===== src/rtl/rxq_pkg.sv =====
package rxq_pkg;

   // Control register image, bit 7 first.
   typedef struct packed {
      logic qen;   // queue enable
      logic men;   // match enable
      logic bie;   // per-byte interrupt enable
      logic ove;   // overflow enable
      logic ovf;   // overrun flag
      logic arl;   // auto-reload
      logic hlt;   // halt
      logic run;   // transfer active
   } rxq_ctrl_t;

   typedef enum logic [2:0] {
      RXQ_EV_NONE,
      RXQ_EV_BYPASS,
      RXQ_EV_ORPHAN,
      RXQ_EV_HELD,
      RXQ_EV_TAKE
   } rxq_ev_e;

   function automatic rxq_ev_e rxq_classify(input logic valid, input rxq_ctrl_t c);
      if (!valid)      return RXQ_EV_NONE;
      else if (!c.qen) return RXQ_EV_BYPASS;
      else if (!c.run) return RXQ_EV_ORPHAN;
      else if (c.hlt)  return RXQ_EV_HELD;
      else             return RXQ_EV_TAKE;
   endfunction

endpackage


===== src/rtl/rxq_ctlreg.sv =====
module rxq_ctlreg
   import rxq_pkg::*;
(
   input  logic       clk,
   input  logic       rst_n,
   input  logic       cpu_wr,
   input  logic [7:0] cpu_wdata,
   input  logic       eng_ovf_set,
   input  logic       eng_run_clr,
   output rxq_ctrl_t  ctrl_q,
   output logic       run_start
);

   rxq_ctrl_t wv;
   rxq_ctrl_t nxt;

   assign wv = rxq_ctrl_t'(cpu_wdata);

   always_comb begin
      nxt       = ctrl_q;
      run_start = 1'b0;
      if (cpu_wr) begin
         nxt.qen   = wv.qen;
         nxt.men   = wv.men;
         nxt.bie   = wv.bie;
         nxt.ove   = wv.ove;
         nxt.arl   = wv.arl;
         nxt.hlt   = wv.hlt;
         // CPU may only clear the overrun flag
         nxt.ovf   = ctrl_q.ovf & wv.ovf;
         // run may only be raised once the queue is already enabled
         nxt.run   = wv.run & ctrl_q.qen;
         run_start = wv.run & ctrl_q.qen & ~ctrl_q.run;
      end
      // engine actions take precedence over a simultaneous CPU write
      if (eng_ovf_set) nxt.ovf = 1'b1;
      if (eng_run_clr) nxt.run = 1'b0;
   end

   always_ff @(posedge clk or negedge rst_n) begin
      if (!rst_n) ctrl_q <= '0;
      else        ctrl_q <= nxt;
   end

endmodule


===== src/rtl/rxq_xfer.sv =====
module rxq_xfer #(
   parameter int ADDR_W    = 16,
   parameter int CNT_W     = 8,
   parameter int DATA_W    = 8,
   parameter int ADDR_STEP = 1,
   parameter bit RAM_REG   = 1'b1
) (
   input  logic              clk,
   input  logic              rst_n,
   input  logic              load,
   input  logic              take,
   input  logic              arl,
   input  logic [DATA_W-1:0] data,
   input  logic [ADDR_W-1:0] start_addr,
   input  logic [CNT_W-1:0]  start_cnt,
   output logic [ADDR_W-1:0] addr_q,
   output logic [CNT_W-1:0]  cnt_q,
   output logic              last,
   output logic              ram_we,
   output logic [ADDR_W-1:0] ram_addr,
   output logic [DATA_W-1:0] ram_wdata
);

   localparam logic [CNT_W-1:0]  CNT_ONE = CNT_W'(1);
   localparam logic [ADDR_W-1:0] STEP    = ADDR_W'(ADDR_STEP);

   assign last = take && (cnt_q == CNT_ONE);

   always_ff @(posedge clk or negedge rst_n) begin
      if (!rst_n) begin
         addr_q <= '0;
         cnt_q  <= '0;
      end else if (load) begin
         addr_q <= start_addr;
         cnt_q  <= start_cnt;
      end else if (take) begin
         if (last && arl) begin
            addr_q <= start_addr;
            cnt_q  <= start_cnt;
         end else begin
            addr_q <= addr_q + STEP;
            cnt_q  <= cnt_q - CNT_ONE;
         end
      end
   end

   if (RAM_REG) begin : g_ram_reg
      always_ff @(posedge clk or negedge rst_n) begin
         if (!rst_n) begin
            ram_we    <= 1'b0;
            ram_addr  <= '0;
            ram_wdata <= '0;
         end else begin
            ram_we <= take;
            if (take) begin
               ram_addr  <= addr_q;
               ram_wdata <= data;
            end
         end
      end
   end else begin : g_ram_comb
      assign ram_we    = take;
      assign ram_addr  = addr_q;
      assign ram_wdata = data;
   end

endmodule


===== src/rtl/rxq_irq.sv =====
module rxq_irq #(
   parameter int DATA_W   = 8,
   parameter bit MATCH_EN = 1'b1
) (
   input  logic              clk,
   input  logic              rst_n,
   input  logic              take,
   input  logic [DATA_W-1:0] data,
   input  logic [DATA_W-1:0] match_val,
   input  logic              men,
   input  logic              bie,
   input  logic              last,
   input  logic              irq_clr,
   output logic              irq_q
);

   logic hit;
   logic raise;

   if (MATCH_EN) begin : g_match
      assign hit = take && men && (data == match_val);
   end else begin : g_nomatch
      assign hit = 1'b0;
   end

   assign raise = (take && bie) || hit || last;

   always_ff @(posedge clk or negedge rst_n) begin
      if (!rst_n)       irq_q <= 1'b0;
      else if (raise)   irq_q <= 1'b1;
      else if (irq_clr) irq_q <= 1'b0;
   end

endmodule


===== src/rtl/rxq_ctrl.sv =====
module rxq_ctrl
   import rxq_pkg::*;
#(
   parameter int DATA_W    = 8,
   parameter int ADDR_W    = 16,
   parameter int CNT_W     = 8,
   parameter int ADDR_STEP = 1,
   parameter bit MATCH_EN  = 1'b1,
   parameter bit RAM_REG   = 1'b1
) (
   input  logic              clk,
   input  logic              rst_n,
   input  logic              rx_valid,
   input  logic [DATA_W-1:0] rx_data,
   input  logic              cpu_wr,
   input  logic [7:0]        cpu_wdata,
   input  logic              irq_clr,
   input  logic [DATA_W-1:0] match_val,
   input  logic [ADDR_W-1:0] start_addr,
   input  logic [CNT_W-1:0]  start_cnt,
   output logic              ram_we,
   output logic [ADDR_W-1:0] ram_addr,
   output logic [DATA_W-1:0] ram_wdata,
   output logic              rx_irq,
   output logic [7:0]        ctrl_rd,
   output logic [ADDR_W-1:0] cur_addr,
   output logic [CNT_W-1:0]  cur_cnt,
   output logic [DATA_W-1:0] direct_data
);

   if (DATA_W < 1)    begin : g_bad_data $error("rxq_ctrl: DATA_W must be positive"); end
   if (ADDR_W < 2)    begin : g_bad_addr $error("rxq_ctrl: ADDR_W must be at least 2"); end
   if (CNT_W < 1)     begin : g_bad_cnt  $error("rxq_ctrl: CNT_W must be positive"); end
   if (ADDR_STEP < 1) begin : g_bad_step $error("rxq_ctrl: ADDR_STEP must be positive"); end

   rxq_ctrl_t ctrl;
   rxq_ev_e   ev;
   logic      take;
   logic      run_start;
   logic      last;

   assign ev      = rxq_classify(rx_valid, ctrl);
   assign take    = (ev == RXQ_EV_TAKE);
   assign ctrl_rd = ctrl;

   rxq_ctlreg u_ctlreg (
      .clk         (clk),
      .rst_n       (rst_n),
      .cpu_wr      (cpu_wr),
      .cpu_wdata   (cpu_wdata),
      .eng_ovf_set (ev == RXQ_EV_ORPHAN),
      .eng_run_clr (last && !ctrl.ove),
      .ctrl_q      (ctrl),
      .run_start   (run_start)
   );

   rxq_xfer #(
      .ADDR_W    (ADDR_W),
      .CNT_W     (CNT_W),
      .DATA_W    (DATA_W),
      .ADDR_STEP (ADDR_STEP),
      .RAM_REG   (RAM_REG)
   ) u_xfer (
      .clk        (clk),
      .rst_n      (rst_n),
      .load       (run_start),
      .take       (take),
      .arl        (ctrl.arl),
      .data       (rx_data),
      .start_addr (start_addr),
      .start_cnt  (start_cnt),
      .addr_q     (cur_addr),
      .cnt_q      (cur_cnt),
      .last       (last),
      .ram_we     (ram_we),
      .ram_addr   (ram_addr),
      .ram_wdata  (ram_wdata)
   );

   rxq_irq #(
      .DATA_W   (DATA_W),
      .MATCH_EN (MATCH_EN)
   ) u_irq (
      .clk       (clk),
      .rst_n     (rst_n),
      .take      (take),
      .data      (rx_data),
      .match_val (match_val),
      .men       (ctrl.men),
      .bie       (ctrl.bie),
      .last      (last),
      .irq_clr   (irq_clr),
      .irq_q     (rx_irq)
   );

   always_ff @(posedge clk or negedge rst_n) begin
      if (!rst_n)                     direct_data <= '0;
      else if (ev == RXQ_EV_BYPASS)   direct_data <= rx_data;
   end

endmodule


===== config.mk =====
export PLATFORM = sky130hd
export DESIGN_NAME = rxq_ctrl
export DESIGN_NICKNAME = d
export VERILOG_FILES = /design/src/rtl/rxq_pkg.sv /design/src/rtl/rxq_ctlreg.sv /design/src/rtl/rxq_xfer.sv /design/src/rtl/rxq_irq.sv /design/src/rtl/rxq_ctrl.sv
export SDC_FILE = /design/constraint.sdc
export NUM_CORES = 1
export LEC_CHECK = 0
export BUFFER_PORTS_ARGS = -buffer_cell sky130_fd_sc_hd__clkbuf_2
export CORE_ASPECT_RATIO = 2
export CORE_MARGIN = 2
export CORE_UTILIZATION = 30
export CTS_CLUSTER_SIZE = 25
export DETAILED_ROUTE_END_ITERATION = 8
export PLACE_DENSITY = 0.57
export RECOVER_POWER = 100
export SETUP_SLACK_MARGIN = 0.5
export SLEW_MARGIN = 20
export SYNTH_ARGS = -nofsm -noshare
export SYNTH_HDL_FRONTEND = slang
export SYNTH_SLANG_ARGS = --single-unit
export TNS_END_PERCENT = 1

===== constraint.sdc =====
create_clock -name clk -period 1.9 [get_ports clk]
set_clock_uncertainty 0.15 [all_clocks]
set_input_delay 0.095 -clock clk [delete_from_list [all_inputs] [get_ports clk]]
set_output_delay 0.095 -clock clk [all_outputs]
set_load 0.02 [all_outputs]

### Word-level counts from Yosys, hierarchy flattened

Index checks and enable logic that the tools add are counted.

* register bits: 66
* output and inout bits: 66
* word-level logic and storage cells: 55

* $add $sub $neg: 2
* eq/ne operators: 5
* multiplexer cells: 16
* bitwise operators: 4
* reduce and logical (&&, ||, !) cells: 13

Operator list (count)
* 16-bit 2-to-1 mux: 3
* 8-bit 2-to-1 mux: 3
* 16-bit by 1-bit adder with 16-bit output, second input constant: 1
* 3-bit 2-to-1 mux: 4
* 8-bit by 1-bit equality test with 1-bit output, second input constant: 1
* 8-bit equality test: 1
* 2-bit nonzero test: 4
* 8-bit by 1-bit subtractor with 8-bit output, second input constant: 1
* 1-bit logical AND: 6
* 1-bit 2-to-1 mux: 5
* 4-bit 2-to-1 mux: 1
* 1-bit bitwise AND: 3
* 3-bit by 1-bit equality test with 1-bit output, second input constant: 1
* 3-bit by 2-bit equality test with 1-bit output, second input constant: 1
* 3-bit equality test, second input constant: 1
* 1-bit logical OR: 2
* 1-bit logical NOT: 1
* 1-bit NOT: 1

### Longest topological paths before layout

Gate-level depths: netlist (run 1).

* depth after elaboration: 10
* mapped depth: 9
* gate-level depth less buffers: 7

### Modules after synthesis

From an unflattened synthesis (run 1), not the netlist that was laid out.

* cell total of the unflattened synthesis: 306
* area total of the unflattened synthesis: 3384.5 um^2

Modules (own cells, without submodules)
* rxq_xfer: instances 1, cells an instance 248, area each 2534.9 um^2, seq. area each 1226.2 um^2
* rxq_ctrl: instances 1, cells an instance 22, area each 366.6 um^2, seq. area each 200.2 um^2
* rxq_ctlreg: instances 1, cells an instance 21, area each 352.8 um^2, seq. area each 200.2 um^2
* rxq_irq: instances 1, cells an instance 15, area each 130.1 um^2, seq. area each 25.0 um^2

### Worst setup path after synthesis (run 1)

OpenSTA, ideal clock, no wires.

* path kind: flip-flop to flip-flop
* start: register u_xfer.cnt_q[1]
* end: register u_xfer.addr_q[2]
* library setup time: 0.126 ns
* data arrival time: 1.747 ns
* required time: 1.624 ns
* slack: -0.123 ns
* cell stages (with the launch flop): 9
* path buffers: 2
* clock period less this slack: 2.023 ns
* path through: dfrtp_1 inv_1 ha_1 and3b_1 nand4_2 and2_1 buf_2 buf_6 a221o_1

* longest elaborated chain between the ends: 6

Ends and longest elaborated chain
* start: declaration: RTL line rxq_xfer.sv:17 `output logic [CNT_W-1:0] cnt_q,`
* start signal: assignment: RTL line rxq_xfer.sv:35 `cnt_q <= start_cnt;`
* start signal: assignment: RTL line rxq_xfer.sv:39 `cnt_q <= start_cnt;`
* start signal: assignment: RTL line rxq_xfer.sv:42 `cnt_q <= cnt_q - CNT_ONE;`
* 8-bit by 1-bit equality test with 1-bit output: RTL line rxq_xfer.sv:27 `assign last = take && (cnt_q == CNT_ONE);`
* 1-bit logical AND: RTL line rxq_xfer.sv:27
* 1-bit logical AND: RTL line rxq_xfer.sv:37 `if (last && arl) begin`
* 16-bit 2-to-1 mux: RTL line rxq_xfer.sv:37
* 16-bit 2-to-1 mux: RTL line rxq_xfer.sv:36 `end else if (take) begin`
* 16-bit 2-to-1 mux: RTL line rxq_xfer.sv:33 `end else if (load) begin`
* end signal: assignment: RTL line rxq_xfer.sv:34 `addr_q <= start_addr;`
* end signal: assignment: RTL line rxq_xfer.sv:38 `addr_q <= start_addr;`
* end signal: assignment: RTL line rxq_xfer.sv:41 `addr_q <= addr_q + STEP;`
* end: declaration: RTL line rxq_xfer.sv:16 `output logic [ADDR_W-1:0] addr_q,`

No other way between the ends. The select of a mux whose other input is x is not followed.
A chain may end at the register's enable or synchronous reset.

### Final worst setup path (run 1)

* start: register u_xfer.cnt_q[0]
* end: register u_xfer.addr_q[12]

The elaborated chain is that of the path after synthesis.

==> summary.md, run 1 <==
| Metric | Value |
|---|---|
| Status | complete, no violations |
| Fin crit share | 98.5% |
| Reg2reg setup slack | 0.03 ns |
| CP max stage cell | dfrtp_2 |
| Largest net degree at the start of global routing | 29 |
| Initial DRC count | 147 |
| Cell family with most CP delay | simple AND/OR/NAND/NOR gates |
| Share of layout cells above drive strength 1 | roughly 28% |
| Die ar. | 11,600 µm² |
| Worst Path Arrival | 1.93 ns |
| Worst Setup Start Kind | flop |
| Synth Instances | around 340 |
| Clock Latency Late Sink | between 0.3 and 0.4 ns |
| Vias | 3,306 |
| Clock power frac | between 20% and 30% |
| Top_reg_cell synth | dfrtp_1 |
| Vias in the first global route | 3,395 |
| RSZ-0062 raised after global routing | true |
| Final hold vios | 0 |
| Cell Area, Synth | 3220 µm² |
| Tmin final | between 1.5 and 2 ns |
| Num CTS Buffers | 9 |
| Initial antenna violation count | 0 |
| Met1 WL | 4020 µm |
| Grt total ovfl | 0 |
| Hold WC Path Type | in2reg |
| CTS tree | built |
| DP HPWL | 7720 µm |
| Critical Path Fanout Max | 11 |
| DRT Pass-1 Iters | 4 |
| Final WS setup | 0.0294 ns |
| Met3 routed WL | 401 µm |
| Met2 wire length | 5990 µm |
| Row count | 53 |
| Drt wl/cell | 15.8 µm |
| Hold_ws | 0.0362 ns |
| Drt drc | 0 |
| Routed WL | 10,600 µm |
| Sequential area share after synthesis | 51.2% |
| WP buf/inv | 1 |
| Max Clk Rate | 0.535 GHz |
| PD cells | 1190 nW/µm² |
| Slew HR | 34.6% |
| Max-slew violation count | 0 |
| Buffers on Ports | about 120 |
| Sequential share of power | between 30% and 40% |
| Clock Tree Buf Depth | 2 |
| Int Power | 3660 µW |
| IO Pins | 119 |
| Antenna Cells | 0 |
| Reg clk slew, reported paths | ~0.060 ns |
| Crit. End Element | flop |
| Placement Setup Slack | -0.0747 ns |
| Vias per inst | about 4.9 |
| Asr flop ratio synth | 100% |
| Die Span Y | 151 µm |
| Worst Max-Slew Pin Slew | 0.981 ns |
| Post-synth net total | 400 |
| Critical Setup Path Class | reg2reg |
| Maxcap violations | 0 |
| Global-route wire length before repair | 16,900 µm |
| Final cell count without fillers | 674 |
| Required time worst endpoint | 1.96 ns |
| Setup violators final | 0 |
| Detail Route Antenna Nets | 0 |
| Setup TNS | 0 ns |
| Area growth from synthesis to layout | 54.6% |
| Slowest stage delay, CP | 0.43 ns |
| Yosys reg bits | 66 |
| Leak pwr | 0.00230 µW |
| Max Used Layer | met4 |
| Initial Util | between 30% and 40% |
| GRT Resource Usage Total | 18.9% |
| Post-synth EDFFs | 0 |
| # nets final | 588 |
| Horiz. Die Dim | 77.3 µm |
| Maximum vdd ir drop | around 0.5 mV |
| Design Power | a little under 6000 µW |
| CTS root buf | clkbuf_16 |
| Core Footprint | approximately 10,000 µm² |
| Switching Fraction | 38.3% |
| Placed cell count | about 610 |
| Gate power share | between 30% and 40% |
| Placer Congestion | 0.874 |
| Mapped Avg Cell Area | 9.37 µm² |
| Synth warnings | 0 |
| NetSw | 2270 µW |
| Synth unique cells | between 40 and 50 |
| Clk sinks | 66 |
| H-tree depth | 3 |
| Critical path cell sequence | ha_4 -> and3b_2 -> nand4_4 -> buf_6 -> and2_4 -> mux2i_1 -> a2bb2oi_1 |
layout by cell type (no fill, tap or decap), types with 3 or more instances in the layout:
master / Yosys / layout
o311ai_2: 0 / 3
nor2_1: 4 / 3
nand3_1: 17 / 17
and3_1: 4 / 3
dfrtp_1: 66 / 60
xnor2_1: 3 / 3
clkbuf_1: 10 / 71
nand4_1: 8 / 8
dfrtp_2: 0 / 6
o21ai_1: 0 / 4
a31oi_1: 3 / 3
and2_4: 0 / 3
buf_4: 4 / 24
xor2_1: 7 / 7
o22ai_1: 4 / 4
dlygate4sd3_1: 0 / 42
and2_1: 6 / 4
o21ai_0: 19 / 15
clkbuf_16: 0 / 9
nand2_2: 0 / 4
mux2_2: 13 / 13
nand2_1: 92 / 86
buf_6: 1 / 6
inv_1: 9 / 8
clkbuf_2: 0 / 53
a21oi_1: 12 / 10
a22oi_1: 5 / 5
nor3_1: 10 / 8
what timing repair did:
item | in CTS | in global routing
gates cloned | 1 | 0
pin swaps | 6 | 8
resized for setup | 17 | 35
setup buffers | 1 | 0
endpoints found under the hold margin | 90 | 0
setup endpoints to repair | 45 | 59
hold buffers | 42 | 0
kinds of logic after synthesis:
logic type / count (synthesis) / synth area share [%]
AOI/OAI and AO/OA: 58 / 11.3
and+or+nand+nor: 161 / 24.0
adders and majority gates: 3 / 1.16
muxes: 14 / 4.85
xor gates and xnor gates: 10 / 2.72
buffers and inverters: 32 / 4.70
DFF: 66 / 51.2
per-stage QoR:
step | utilization, % | cell area (µm²)
2_1_floorplan | - | 3250
3_3_place_gp | 40.0 | 4190
3_5_place_dp | 40.0 | 4190
4_1_cts | 47.8 | 5010
5_1_grt | 47.6 | 4990
6_report | 47.6 | 4990
cell usage after synthesis (all sizes together), types with 2 or more instances:
master,number,area (µm²)
o311ai,3,26.3
o22a,2,17.5
a2bb2oi,2,17.5
and3,4,25.0
o21a,2,15.0
xnor2,3,26.3
and2,6,37.5
a22oi,5,37.5
nand4b,2,23.8
nor4,6,43.8
nand2,92,345
xor2,7,61.3
o22ai,4,25.0
nor3,10,50.1
buf,12,76.3
nand3,17,85.1
a31oi,3,18.8
ha,3,37.5
clkbuf,10,37.5
nor2,4,15.0
mux2,13,146
a221o,2,20.0
nand4,9,62.6
and4,2,17.5
inv,10,37.5
o21ai,19,95.1
dfrtp,66,1650
nor3b,3,22.5
a21oi,12,60.1
power by group through the flow:
| stage | logic [µW] | clock network [µW] | registers [µW] |
|---|---|---|---|
| global route | 2300 | 1760 | 2220 |
| floorplan | 612 | 0 | 2670 |
| finish | 2110 | 1650 | 2170 |
| CTS | 2180 | 1700 | 2160 |
| detailed placement | 2070 | 0 | 2180 |
| global placement | 2040 | 0 | 2160 |
layer usage:
| metal | global-route usage [%] | up-vias |
|---|---|---|
| li1 | - | 1579 |
| met1 | 20.2 | 1615 |
| met2 | 35.5 | 101 |
| met3 | 3.54 | 11 |
| met4 | 8.04 | 0 |
| met5 | 0 | - |
worst register-to-register path, cell delays in order, from the launching register on:
cell and delay (ns):
dfrtp_2 0.43, ha_4 0.17, and3b_2 0.21, nand4_4 0.12, buf_6 0.12, and2_4 0.23, mux2i_1 0.23, a2bb2oi_1 0.09
final cells by class:
class | instances | area [µm²]
fillers | 1081 | 5490
flip-flops and latches | 66 | 1660
multi-input cells | 247 | 1590
repair buffers | 198 | 1230
clock buffers | 12 | 246
well taps | 137 | 171
clock inverters | 4 | 51.3
inverters | 10 | 37.5
sequential cells by signal, summed over array words and instances (netlist names):
register and flops:
u_xfer.ram_we 1, u_xfer.ram_addr 16, u_xfer.ram_wdata 8, u_xfer.cnt_q 8, u_irq.irq_q 1, u_ctlreg.ctrl_q 8, direct_data 8, u_xfer.addr_q 16
final timing paths:
path	from	depth (start not counted)	to
worst min-delay path	start_addr[5]	4	u_xfer.addr_q[5]$_DFFE_PN0P_
worst max register to register	u_xfer.cnt_q[0]$_DFFE_PN0P_	7	u_xfer.addr_q[12]$_DFFE_PN0P_
worst min register to register	u_xfer.ram_addr[13]$_DFFE_PN0N_	2	u_xfer.ram_addr[13]$_DFFE_PN0N_
worst max-delay path	u_xfer.cnt_q[0]$_DFFE_PN0P_	7	u_xfer.addr_q[12]$_DFFE_PN0P_
min in group asynchronous	rst_n	2	u_xfer.cnt_q[0]$_DFFE_PN0P_
max in group asynchronous	rst_n	3	u_ctlreg.ctrl_q[4]$_DFFE_PN0P_
(Power assumes the default switching activity.)
==> inputs of run 2 (changes only) <==
Settings changed: PLACE_DENSITY 0.57 to 0.63.
==> summary.md, run 2 (synthesis gave the netlist of run 1 again) <==
| Metric | Value |
|---|---|
| Clk sinks | 66 (unchanged) |
| Grt total ovfl | 0 (unchanged) |
| RSZ-0062 raised after global routing | true (unchanged) |
| IO Pins | 119 (unchanged) |
| Drt drc | 0 (unchanged) |
| Fin util | 46.8% (was 47.6%) |
| GR peak layer | met2 (unchanged) |
| Vias per inst | 4.96 (was 4.91) |
| H-tree depth | 3 (unchanged) |
| DP HPWL | 7470 µm (was 7720 µm) |
| Vias in the first global route | 3,444 (was 3,395) |
| Vias | 3,303 (was 3,306) |
| Worst Path Arrival | 1.95 ns (was 1.93 ns) |
| Detail Route Antenna Nets | 0 (unchanged) |
| Core Footprint | 10,500 µm² (unchanged) |
| Leak pwr | 0.00229 µW (was 0.00230 µW) |
| Max-slew violation count | 0 (unchanged) |
| Buffers on Ports | 118 (unchanged) |
| Crit. End Element | flop (unchanged) |
| Critical Path Fanout Max | 11 (unchanged) |
| Maximum vdd ir drop | 0.518 mV (was 0.515 mV) |
| Initial Util | 30.8% (unchanged) |
| DRT Pass-1 Iters | 4 (unchanged) |
| Post-CTS setup buffers | 0 (was 1) |
| Number of fill cells in the layout | 1,098 (was 1,081) |
| Row count | 53 (unchanged) |
| Met1 global-route usage | 19.4% (was 20.2%) |
| GRT Resource Usage Total | 18.7% (was 18.9%) |
| Most frequent cells in the layout | nand2_1 (91), clkbuf_2 (64), dfrtp_1 (60), clkbuf_1 (55), dlygate4sd3_1 (42) (was nand2_1 (86), clkbuf_1 (71), dfrtp_1 (60), clkbuf_2 (53), dlygate4sd3_1 (42)) |
| Area of the multi-input gates | 1540 µm² (was 1590 µm²) |
| Biggest regs | u_xfer.addr_q (16), u_xfer.ram_addr (16) (unchanged) |
| # nets final | 580 (was 588) |
| Drt wl/cell | 15.9 µm (was 15.8 µm) |
| Worst Max-Slew Pin Slew | 0.765 ns (was 0.981 ns) |
| Clock Tree Buf Depth | 2 (unchanged) |
| Required time worst endpoint | 1.96 ns (about the same) |
| Initial antenna violation count | 0 (unchanged) |
| Status | complete, no violations (unchanged) |
| Hold_ws | 0.0353 ns (was 0.0362 ns) |
| Final cell count without fillers | 666 (was 674) |
| Final hold vios | 0 (unchanged) |
| Critical Setup Path Class | reg2reg (unchanged) |
| PD cells | 1210 nW/µm² (was 1190 nW/µm²) |
| Placed cell count | 607 (was 614) |
| GRT met2 Usage | 34.7% (was 35.5%) |
| Horiz. Die Dim | 77.3 µm (unchanged) |
| Reg clk slew, reported paths | 0.06 ns (about the same) |
| Tmin final | 1.89 ns (was 1.87 ns) |
| Routed WL | 10,600 µm (about the same) |
| Worst Setup Start Kind | flop (unchanged) |
| Setup violators final | 0 (unchanged) |
| Hold WC Path Type | in2reg (unchanged) |
| Antenna Cells | 0 (unchanged) |
| Setup TNS | 0 ns (unchanged) |
| Fin crit share | 99.3% (was 98.5%) |
| Num CTS Buffers | 9 (unchanged) |
| Global-route wire length before repair | 17,000 µm (was 16,900 µm) |
| Die Span Y | 151 µm (unchanged) |
| Largest net degree at the start of global routing | 38 (was 29) |
| Area growth from synthesis to layout | 52.1% (was 54.6%) |
| Commonest non-fill, non-tap cell in the layout | nand2_1 (unchanged) |
| Die ar. | 11,600 µm² (unchanged) |
| Register area | 1660 µm² (unchanged) |
| Slew HR | 49.0% (was 34.6%) |
| Initial DRC count | 142 (was 147) |
| Maxcap violations | 0 (unchanged) |
| Met3 Usage GRT | 3.60% (was 3.54%) |
| Max Clk Rate | 0.530 GHz (was 0.535 GHz) |
| CTS root buf | clkbuf_16 (unchanged) |
| CTS tree | built (unchanged) |
| Share of layout cells above drive strength 1 | 28.2% (was 28.5%) |
| Design Power | 5930 µW (about the same) |
| Clock Latency Late Sink | 0.33 ns (about the same) |
| Placer Congestion | 0.866 (was 0.874) |
-- run 2: area by class of cell --
type | count | share of cell area [%]
Sequential cell | 66 | 33.8
Inverter | 10 | 0.765
Tap cell | 137 | 3.49
Clock buffer | 12 | 5.23
Timing Repair Buffer | 190 | 24.3
Multi-Input combinational cell | 247 | 31.4
Clock inverter | 4 | 1.02
-- run 2: metrics by stage --
step / instance area (µm²) / worst slack [ns]
floorplan: 3250 / 0.0171
global placement: 4140 / -0.0585
detailed placement: 4140 / -0.0530
CTS: 4920 / 0.0241
global route: 4900 / -0.0866
finish: 4900 / 0.0138
-- run 2: path summary, 6_finish.rpt --
| path | startpoint | to | slack [ns] | cells after the start |
|---|---|---|---|---|
| hold / removal | cpu_wr | u_ctlreg.ctrl_q[4]$_DFFE_PN0P_ | 0.04 | 3 |
| max in group asynchronous | rst_n | u_ctlreg.ctrl_q[7]$_DFFE_PN0P_ | 0.25 | 3 |
| min in group asynchronous | rst_n | u_ctlreg.ctrl_q[2]$_DFFE_PN0P_ | 0.23 | 2 |
| setup / recovery | u_xfer.cnt_q[0]$_DFFE_PN0P_ | u_xfer.addr_q[5]$_DFFE_PN0P_ | 0.01 | 7 |
| setup reg to reg | u_xfer.cnt_q[0]$_DFFE_PN0P_ | u_xfer.addr_q[5]$_DFFE_PN0P_ | 0.01 | 7 |
| hold reg to reg | u_xfer.ram_addr[1]$_DFFE_PN0N_ | u_xfer.ram_addr[1]$_DFFE_PN0N_ | 0.32 | 2 |
-- run 2: routing by layer --
| layer | wire length [µm] | part of all wire, % | vias up |
|---|---|---|---|
| met5 | 0 | 0 | - |
| met4 | 358 | 3.4 | 0 |
| met3 | 442 | 4.2 | 23 |
| met2 | 6020 | 57 | 105 |
| met1 | 3750 | 35 | 1608 |
| li1 | - | - | 1567 |
-- run 2: where the power goes --
part           internal, µW  switching (µW)  total (µW)
sequential             1810             347        2160
combinational           787            1290        2080
clock                  1080             604        1690
total                  3690            2240        5930
-- run 2: worst max-delay path, cell delays in order (launching register included) --
cell     delay [ns]
dfrtp_2        0.42
ha_1           0.22
and3b_2        0.24
nand4_4        0.12
nand2_4        0.10
buf_6          0.16
o21a_1         0.19
o22a_1         0.17
-- run 2: timing repair --
item	in CTS	in global routing
endpoints found under the hold margin	113	0
gates resized for setup	11	16
endpoints found under the setup margin	58	59
pin swaps	0	3
gates cloned	0	1
hold buffers	42	0
==> inputs of run 3 (changes only) <==
Settings changed: ABC_AREA set to 1, CORE_MARGIN 2 to unset, PLACE_DENSITY 0.63 to 0.61.
==> summary.md, run 3 <==
| Metric | Value |
|---|---|
| Hold_ws | -0.0765 ns (was 0.0353 ns) |
| DP HPWL | 7850 µm (was 7470 µm) |
| GRT Resource Usage Total | 19.1% (was 18.7%) |
| Initial antenna violation count | 0 (unchanged) |
| Post-synth top area cell | dfrtp_1 (unchanged) |
| RSZ-0062 raised after global routing | true (unchanged) |
| Synth warnings | 0 (unchanged) |
| Critical path cell sequence | ha_4 -> nand3_2 -> nor2_2 -> nand3_2 -> nand2_4 -> buf_12 -> clkbuf_16 -> nand2_1 -> nand3_1 -> nand2_1 (was ha_1 -> and3b_2 -> nand4_4 -> nand2_4 -> buf_6 -> o21a_1 -> o22a_1) |
| Drt wl/cell | 14.1 µm (was 15.9 µm) |
| Antenna Cells | 0 (unchanged) |
| Max-slew violation count | 0 (unchanged) |
| Synth area leaders | dfrtp_1 (48%), nand2_1 (18%), nand3_1 (6.2%) (was dfrtp_1 (51%), nand2_1 (11%), mux2_2 (4.5%)) |
| PD cells | 1280 nW/µm² (was 1210 nW/µm²) |
| Top_reg_cell synth | dfrtp_1 (unchanged) |
| Fin crit share | 93.0% (was 99.3%) |
| Mapped Avg Cell Area | 7.42 µm² (was 9.37 µm²) |
| Leak pwr | 0.00256 µW (was 0.00229 µW) |
| Drt drc | 0 (unchanged) |
| Final cell count without fillers | 789 (was 666) |
| Cell Area, Synth | 3470 µm² (was 3220 µm²) |
| Worst flop-to-flop path endpoint | u_xfer.addr_q[5]$_DFFE_PN0P_ (unchanged) |
| Critical Setup Path Class | reg2reg (unchanged) |
| Crit. End Element | flop (unchanged) |
| Num CTS Buffers | 9 (unchanged) |
| Int Power | 3890 µW (was 3690 µW) |
| CP max stage cell | dfrtp_1 (was dfrtp_2) |
| Synth top area share | 47.7% (was 51.2%) |
| Reg2reg setup slack | 0.13 ns (was 0.01 ns) |
| Max Clk Rate | 0.566 GHz (was 0.530 GHz) |
| Global-route wire length before repair | 17,500 µm (was 17,000 µm) |
| Sequential area share after synthesis | 47.7% (was 51.2%) |
| Area growth from synthesis to layout | 48.3% (was 52.1%) |
| Reg clk slew, reported paths | 0.06 ns (about the same) |
| Post-CTS Hold Fix Bufs | 42 (unchanged) |
| IO Pins | 119 (unchanged) |
| Status | complete, but fails checks (was complete, no violations) |
| Gate power share | 37.0% (was 35.1%) |
| H-tree depth | 3 (unchanged) |
| CTS tree | built (unchanged) |
| Clock power frac | 27.8% (was 28.5%) |
| Hold WC Path Type | in2reg (unchanged) |
| Yosys reg bits | 66 (unchanged) |
| Commonest non-fill, non-tap cell in the layout | nand2_1 (unchanged) |
| Worst Hold Endpoint | u_ctlreg.ctrl_q[3]$_DFFE_PN0P_ (was u_ctlreg.ctrl_q[4]$_DFFE_PN0P_) |
| Clk sinks | 66 (unchanged) |
| Synth unique cells | 24 (was 46) |
| Die ar. | 12,000 µm² (was 11,600 µm²) |
| Worst Path Arrival | 1.83 ns (was 1.95 ns) |
| Worst hold path depth | 3 (unchanged) |
| Placer Congestion | 0.843 (was 0.866) |
| Grt total ovfl | 0 (unchanged) |
| Switching Fraction | 41.1% (was 37.8%) |
| Post-synth EDFFs | 0 (unchanged) |
| Slew HR | 36.2% (was 49.0%) |
| Design Power | 6590 µW (was 5930 µW) |
| Asr flop ratio synth | 100% (unchanged) |
| Critical Path Fanout Max | 5 (was 11) |
| Initial DRC count | 250 (was 142) |
| Setup TNS | 0 ns (unchanged) |
| NetSw | 2710 µW (was 2240 µW) |
| Buffers on Ports | 118 (unchanged) |
| Required time worst endpoint | 1.97 ns (was 1.96 ns) |
| Largest net degree at the start of global routing | 67 (was 38) |
| Routed WL | 11,100 µm (was 10,600 µm) |
| Setup violators final | 0 (unchanged) |
| Hold path start | rx_valid (was cpu_wr) |
| Placed cell area | 4320 µm² (was 4140 µm²) |
| Failing checks | negative hold slack |
| Most common cell in the netlist | nand2_1 (unchanged) |
| WP buf/inv | 2 (was 1) |
| Cell family with most CP delay | simple AND/OR/NAND/NOR gates (unchanged) |
| Slowest stage delay, CP | 0.46 ns (was 0.42 ns) |
| Post-synth net total | 523 (was 400) |
| Initial Util | 30.7% (was 30.8%) |
| R2R Path Start | u_xfer.cnt_q[0]$_DFFE_PN0P_ (unchanged) |
| Share of layout cells above drive strength 1 | 18.5% (was 28.2%) |
| Detail Route Antenna Nets | 0 (unchanged) |
| Final Cell Area | 5140 µm² (was 4900 µm²) |
| Clock Latency Late Sink | 0.33 ns (about the same) |
| Sequential share of power | 35.2% (was 36.5%) |
| Worst Setup Start Kind | flop (unchanged) |
| Clock Tree Buf Depth | 2 (unchanged) |
| Tmin final | 1.77 ns (was 1.89 ns) |
| Vias in the first global route | 3,695 (was 3,444) |
| Maximum vdd ir drop | 0.466 mV (was 0.518 mV) |
| Maxcap violations | 0 (unchanged) |
| Vias per inst | 4.68 (was 4.96) |
| Die Span Y | 154 µm (was 151 µm) |
| Synth Instances | 467 (was 344) |
| Worst Max-Slew Pin Slew | 0.958 ns (was 0.765 ns) |
| Final hold vios | 1 (was 0) |
| CTS root buf | clkbuf_16 (unchanged) |
| Placed cell count | 723 (was 607) |
| Top post-synthesis cells by count | nand2_1 (164), dfrtp_1 (66), inv_1 (57) (was nand2_1 (92), dfrtp_1 (66), o21ai_0 (19)) |
| R2R depth | 10 (was 7) |
| # nets final | 698 (was 580) |
| Most frequent cells in the layout | nand2_1 (161), clkbuf_1 (65), dfrtp_1 (61), inv_1 (56), clkbuf_2 (53) (was nand2_1 (91), clkbuf_2 (64), dfrtp_1 (60), clkbuf_1 (55), dlygate4sd3_1 (42)) |
| Core Footprint | 11,300 µm² (was 10,500 µm²) |
| Row count | 55 (was 53) |
| Horiz. Die Dim | 78 µm (was 77.3 µm) |
| Biggest regs | u_xfer.addr_q (16), u_xfer.ram_addr (16) (unchanged) |
| Vias | 3,692 (was 3,303) |
| DRT Pass-1 Iters | 4 (unchanged) |
[run 3: changes by cell type after synthesis, moves of 10 or more]
| cell | change |
|---|---|
| a21oi_1 | -10 |
| o21ai_1 | +11 |
| o21ai_0 | +19 |
| inv_1 | +48 |
| mux2_2 | -13 |
| nand2_1 | +72 |
| nor2_1 | +21 |
| nand3_1 | +26 |
[run 3: metal layers]
metal / global-route usage, % / up-vias / wire length (µm)
li1: - / 1811 / -
met1: 19.4 / 1718 / 4170
met2: 35.2 / 131 / 6020
met3: 3.68 / 32 / 441
met4: 11.4 / 0 / 498
met5: 0 / - / 0
[run 3: area by class of cell]
type | instances | area [µm²]
Tap cell | 142 | 178
Inverter | 60 | 230
Multi-Input combinational cell | 323 | 1550
Clock inverter | 6 | 90.1
Timing Repair Buffer | 182 | 1200
Clock buffer | 10 | 239
Sequential cell | 66 | 1660
Fill cell | 1165 | 6140
[run 3: through the flow]
stage	setup WS, ns	utilization (%)
after floorplan	0.309	-
after global placement	0.244	38.3
after detailed placement	0.207	38.3
after CTS	0.198	45.8
after global routing	0.0396	45.6
final	0.133	45.6
[run 3: cells by family after synthesis]
family	synth area share, %
AND/OR/NAND/NOR	30.6
adder cells (fa/ha/maj)	1.08
AO/OA/AOI/OAI	7.36
XOR/XNOR	4.04
flip-flops	47.7
buffers and inverters	9.24
[run 3: power by group through the flow]
stage | clock network, µW | registers, µW | logic [µW]
after detailed placement | 0 | 2340 | 2380
final | 1830 | 2320 | 2440
after CTS | 1880 | 2320 | 2530
after global placement | 0 | 2330 | 2350
after floorplan | 0 | 2780 | 1020
after global routing | 1940 | 2390 | 2710
[run 3: how the worst max path moves through the flow]
stage | from | endpoint | cells past startpoint
after floorplan | u_ctlreg.ctrl_q[0]$_DFFE_PN0P_ | u_xfer.addr_q[9]$_DFFE_PN0P_ | 11
after global placement | u_xfer.cnt_q[1]$_DFFE_PN0P_ | u_xfer.addr_q[13]$_DFFE_PN0P_ | 10
after detailed placement | u_xfer.cnt_q[1]$_DFFE_PN0P_ | u_xfer.addr_q[13]$_DFFE_PN0P_ | 10
after CTS | u_xfer.cnt_q[1]$_DFFE_PN0P_ | u_xfer.addr_q[13]$_DFFE_PN0P_ | 11
after global routing | u_xfer.cnt_q[0]$_DFFE_PN0P_ | u_xfer.addr_q[5]$_DFFE_PN0P_ | 10
final | u_xfer.cnt_q[0]$_DFFE_PN0P_ | u_xfer.addr_q[5]$_DFFE_PN0P_ | 10
[run 3: worst reg2reg max path: stages (launching register included)]
cell and delay [ns]:
dfrtp_1 0.46, ha_4 0.18, nand3_2 0.07, nor2_2 0.12, nand3_2 0.11, nand2_4 0.11, buf_12 0.14, clkbuf_16 0.14
nand2_1 0.05, nand3_1 0.06, nand2_1 0.06
[run 3: repair_timing]
item	in CTS	in global routing
gates resized for setup	1	16
gates cloned	1	2
endpoints found under the setup margin	38	54
hold endpoints to repair	115	1
setup buffers	5	0
pin swaps	2	11
